$ cat src/rtl/magCmpPkg.sv
package magCmpPkg;
  localparam int SLICE_W = 4;

  typedef struct packed {
    logic gt;
    logic lt;
    logic eq;
  } cmpFlagsT;

  typedef struct packed {
    logic decided;
    logic aAhead;
  } cmpStrobeT;
endpackage

$ cat src/rtl/magCmpCtrl.sv
module magCmpCtrl
  import magCmpPkg::*;
#(
  parameter int W = SLICE_W
) (
  input  logic [W-1:0] pairGt,
  input  logic [W-1:0] pairLt,
  output cmpStrobeT    strobe
);
  // Scan upward so that the most significant differing pair overrides
  always_comb begin
    strobe = '0;
    for (int i = 0; i < W; i++) begin
      if (pairGt[i] || pairLt[i]) begin
        strobe.decided = 1'b1;
        strobe.aAhead  = pairGt[i];
      end
    end
  end

  always_comb begin
    if (strobe.decided)
      a_r1_decide_has_pair: assert ((pairGt | pairLt) != '0)
        else $error("R1 decided without a differing pair");
    else
      a_r1_undecided_all_equal: assert ((pairGt | pairLt) == '0)
        else $error("R1 undecided with a differing pair");
  end
endmodule

$ cat src/rtl/magCmpData.sv
module magCmpData
  import magCmpPkg::*;
#(
  parameter int W = SLICE_W
) (
  input  logic [W-1:0] aWord,
  input  logic [W-1:0] bWord,
  input  cmpFlagsT     casIn,
  input  cmpStrobeT    strobe,
  output logic [W-1:0] pairGt,
  output logic [W-1:0] pairLt,
  output cmpFlagsT     result
);
  genvar g;
  generate
    for (g = 0; g < W; g++) begin : gPair
      assign pairGt[g] = aWord[g] & ~bWord[g];
      assign pairLt[g] = ~aWord[g] & bWord[g];
    end
  endgenerate

  always_comb begin
    if (strobe.decided) begin
      result.gt = strobe.aAhead;
      result.lt = ~strobe.aAhead;
      result.eq = 1'b0;
    end else begin
      result.eq = casIn.eq;
      result.gt = ~casIn.eq & ~casIn.lt;
      result.lt = ~casIn.eq & ~casIn.gt;
    end
  end

  always_comb begin
    if (strobe.decided)
      a_r2_decided_onehot: assert (!result.eq && $onehot({result.gt, result.lt}))
        else $error("R2 decided result not one-hot");
    if (aWord == bWord && casIn.eq)
      a_r3_equal_in_wins: assert (result == cmpFlagsT'(3'b001))
        else $error("R3 equal-in did not win");
  end
endmodule

$ cat src/rtl/magCmpSlice.sv
module magCmpSlice
  import magCmpPkg::*;
(
  input  logic [SLICE_W-1:0] aNib,
  input  logic [SLICE_W-1:0] bNib,
  input  logic               casGt,
  input  logic               casLt,
  input  logic               casEq,
  output logic               outGt,
  output logic               outLt,
  output logic               outEq
);
  logic [SLICE_W-1:0] pairGt;
  logic [SLICE_W-1:0] pairLt;
  cmpStrobeT strobe;
  cmpFlagsT  casIn;
  cmpFlagsT  result;

  assign casIn = '{gt: casGt, lt: casLt, eq: casEq};

  magCmpData #(.W(SLICE_W)) uData (
    .aWord (aNib),
    .bWord (bNib),
    .casIn (casIn),
    .strobe(strobe),
    .pairGt(pairGt),
    .pairLt(pairLt),
    .result(result)
  );

  magCmpCtrl #(.W(SLICE_W)) uCtrl (
    .pairGt(pairGt),
    .pairLt(pairLt),
    .strobe(strobe)
  );

  assign outGt = result.gt;
  assign outLt = result.lt;
  assign outEq = result.eq;
endmodule

$ cat src/rtl/magCmpChain.sv
module magCmpChain
  import magCmpPkg::*;
#(
  parameter int SLICES = 2
) (
  input  logic [SLICE_W*SLICES-1:0] aWide,
  input  logic [SLICE_W*SLICES-1:0] bWide,
  output logic                      aGtB,
  output logic                      aLtB,
  output logic                      aEqB
);
  localparam int TOTAL_W = SLICE_W * SLICES;

  cmpFlagsT link [SLICES+1];

  // Fixed levels into the least significant slice
  assign link[0] = '{gt: 1'b0, lt: 1'b0, eq: 1'b1};

  genvar s;
  generate
    for (s = 0; s < SLICES; s++) begin : gSlice
      magCmpSlice uSlice (
        .aNib (aWide[s*SLICE_W +: SLICE_W]),
        .bNib (bWide[s*SLICE_W +: SLICE_W]),
        .casGt(link[s].gt),
        .casLt(link[s].lt),
        .casEq(link[s].eq),
        .outGt(link[s+1].gt),
        .outLt(link[s+1].lt),
        .outEq(link[s+1].eq)
      );
    end
  endgenerate

  assign aGtB = link[SLICES].gt;
  assign aLtB = link[SLICES].lt;
  assign aEqB = link[SLICES].eq;

  logic [TOTAL_W-1:0] aChk;
  logic [TOTAL_W-1:0] bChk;
  assign aChk = aWide;
  assign bChk = bWide;

  always_comb begin
    a_r10_result_onehot: assert ($onehot({aGtB, aLtB, aEqB}))
      else $error("R10 chain result not one-hot");
    a_r8_unsigned_order: assert (aGtB == (aChk > bChk) && aLtB == (aChk < bChk))
      else $error("R8 chain order mismatch");
    if (aChk == bChk)
      a_r7_equal_words: assert (aEqB)
        else $error("R7 equal words not reported equal");
  end
endmodule

$ cat config.mk
export PLATFORM = sky130hd
export DESIGN_NAME = magCmpChain
export DESIGN_NICKNAME = d
export VERILOG_FILES = /design/src/rtl/magCmpPkg.sv /design/src/rtl/magCmpCtrl.sv /design/src/rtl/magCmpData.sv /design/src/rtl/magCmpSlice.sv /design/src/rtl/magCmpChain.sv
export SDC_FILE = /design/constraint.sdc
export NUM_CORES = 1
export LEC_CHECK = 0
export ABC_AREA = 1
export ABC_CLOCK_PERIOD_IN_PS = 2190
export BUFFER_PORTS_ARGS = -buffer_cell sky130_fd_sc_hd__buf_2
export CORE_AREA = 2 2 39 41
export DETAILED_ROUTE_END_ITERATION = 8
export DIE_AREA = 0 0 41 43
export SLEW_MARGIN = 20
export SYNTH_ARGS = -nofsm -noshare
export SYNTH_HDL_FRONTEND = slang
export SYNTH_SLANG_ARGS = --single-unit
$ cat constraint.sdc
create_clock -name vclk -period 2.19
set_input_delay 0.1095 -clock vclk [all_inputs]
set_output_delay 0.1095 -clock vclk [all_outputs]
set_load 0.005 [all_outputs]
==> results.md <==
* Setup Slack @ Placement at 1.026 ns
* Simple-gate area share of the yosys netlist at 41.59%
* GPL Wtd Cong at 0.6135
* Max Cap Viol at 0
* Number of global-route vias before repair at 255
* Hold-fix buffers at CTS at 0
* Synth cell types at 8
* Full die area at 1763 um2
* Setup bufs post-CTS at 0
* Crit end category: primary output
* Setup tns final at 0 ns
* Synth Area in Compound Gates at 0%
* Mapped Cells at 47
* Final setup fails at 0
* Slew Limit Fails at 0
* CP Cell Sequence: buf_2, ha_1, or2_1, nand2_1, nand2_1, nand2_1, buf_2
* Cell with the most instances after synthesis: inv_1
* # rows at 14
* Vias per cell at 3.829
* Sequential cells at 0
* DR WL/cell at 5.890 um
* Adder-cell share of the synthesized area at 37.38%
* Proportion of synthesized area in mux cells at 0%
* Area contributors post-synth: ha_1 37%, inv_1 21%, nand2_1 17%
* Die Y at 43 um
* Worst vdd ir at 0.00005692 V
* Synth area leader: ha_1
* Initial antenna violation count at 0
* Final WS setup at 1.046 ns
* CP max-delay cell: ha_1
* Critical path's largest stage delay at 0.31 ns
* Grt ovf at 0
* CP arrival at 1.03 ns
* Class of the worst hold path: input port to primary output
* I/O Pins at 19
* Via count at 314
* Worst Setup Path Type: input port to primary output
* PwrDens at 187.4 nW/um2
* Synth Area in XOR/XNOR at 0%
* Largest net degree at the start of global routing at 5
* RSZ-0062 raised after global routing: false
* Share of cells above drive strength 1 at 30.30%
* Status: completed
* Residual DRC at 0
* Util after Layout at 27.67%
* Final-layout clock buffer total at 0
* Largest family of logic cells by synthesized area: simple AND/OR/NAND/NOR gates
* Routed WL at 483 um
* Synth top cells by count: 15 x inv_1, 12 x nand2_1, 8 x ha_1
* Total GRT Usage at 5.894%
* Worst slew pin tran at 0.1321 ns
* Worst endpoint required time at 2.08 ns
* Syn Nets at 71
* Final hold violations at 0
* Input/output buffers at 19
* Max Freq at 873.8 MHz
* Initial core utilization at 19.35%
* First-pass GRT wire length at 800 um
* Area growth, synth to finish at 42.99%
* Rel. slew slack at 91.17%
* Chip width at 41 um
* Synth warn at 0
* Register area at 0 um2
* Crit path time final at 1.144 ns
* CP most frequent cell: nand2_1
* Final period util at 52.26%
* Antenna Violating Nets Remaining at 0
* Fin nets at 92
* Starting DRT DRC Count at 2
* Post_cts resized at 0
* CP Launch Type: input port
* Drt first pass iters at 2
* Cell Area, Synth at 267.8 um2
* CORE AREA at 1384 um2
* Seq/Total Area, Yosys at 0%
* Antenna diode count at 0
* Worst Path Max Fanout at 3
* Leakage at 0.2771 nW
* Syn Area/Cell at 5.697 um2
* Yosys top cell area share at 37.38%
## metal layers
layer	part of all wire (%)	track usage, %	up-vias
met2	46	11.56	11
met4	0	0	0
met1	44	6.646	121
met3	9.7	0.5236	0
met5	0	0	-
li1	-	-	182
## path summary, 6_finish.rpt
kind | endpoint | from | slack, ns | cells after the start
max | aLtB | aWide[7] | 1.05 | 7
min | aLtB | aWide[3] | 0.73 | 6
## power by group
| part | internal, mW | switching, mW | leakage, nW | total [mW] |
|---|---|---|---|---|
| clock network | 0 | 0 | 0 | 0 |
| logic | 0.0363 | 0.0354 | 0.277 | 0.0717 |
| registers | 0 | 0 | 0 | 0 |
| total | 0.0363 | 0.0354 | 0.277 | 0.0717 |
## stage by stage
stage / std cells / hold WS, ns / area [um2] / power [mW]
final: 82 / 0.7331 / 382.9 / 0.07175
after global routing: 82 / 0.7772 / 382.9 / 0.08545
after CTS: 82 / 0.7477 / 382.9 / 0.07362
after detailed placement: 82 / 0.7485 / 382.9 / 0.07298
after global placement: 82 / 0.7440 / 382.9 / 0.07256
after floorplan: 47 / 0.5281 / 267.8 / 0.04631
## critical path, delay by kind of cell
kind | cells | cell delay [ns]
simple gates | 4 | 0.42
fa+ha+maj | 1 | 0.31
buf+inv | 2 | 0.20
## cells by family after synthesis
logic type,Yosys count
AND/OR/NAND/NOR,24
buffers and inverters,15
adder cells (fa/ha/maj),8
## cells in the final DEF (no fill, tap or decap)
master    n
nand3_1   4
nand4_1   2
nand4_2   1
nand2_1  12
buf_2    19
or2_1     1
nor2_1    4
ha_1      8
inv_1    15
## area by class of cell
| cell class | instances | area, um2 |
|---|---|---|
| timing repair buffer | 19 | 95.09 |
| tap | 16 | 20.02 |
| fill | 173 | 1001 |
| multi-input combinational | 32 | 211.5 |
| inverter | 15 | 56.30 |
(Power assumes the default switching activity.)
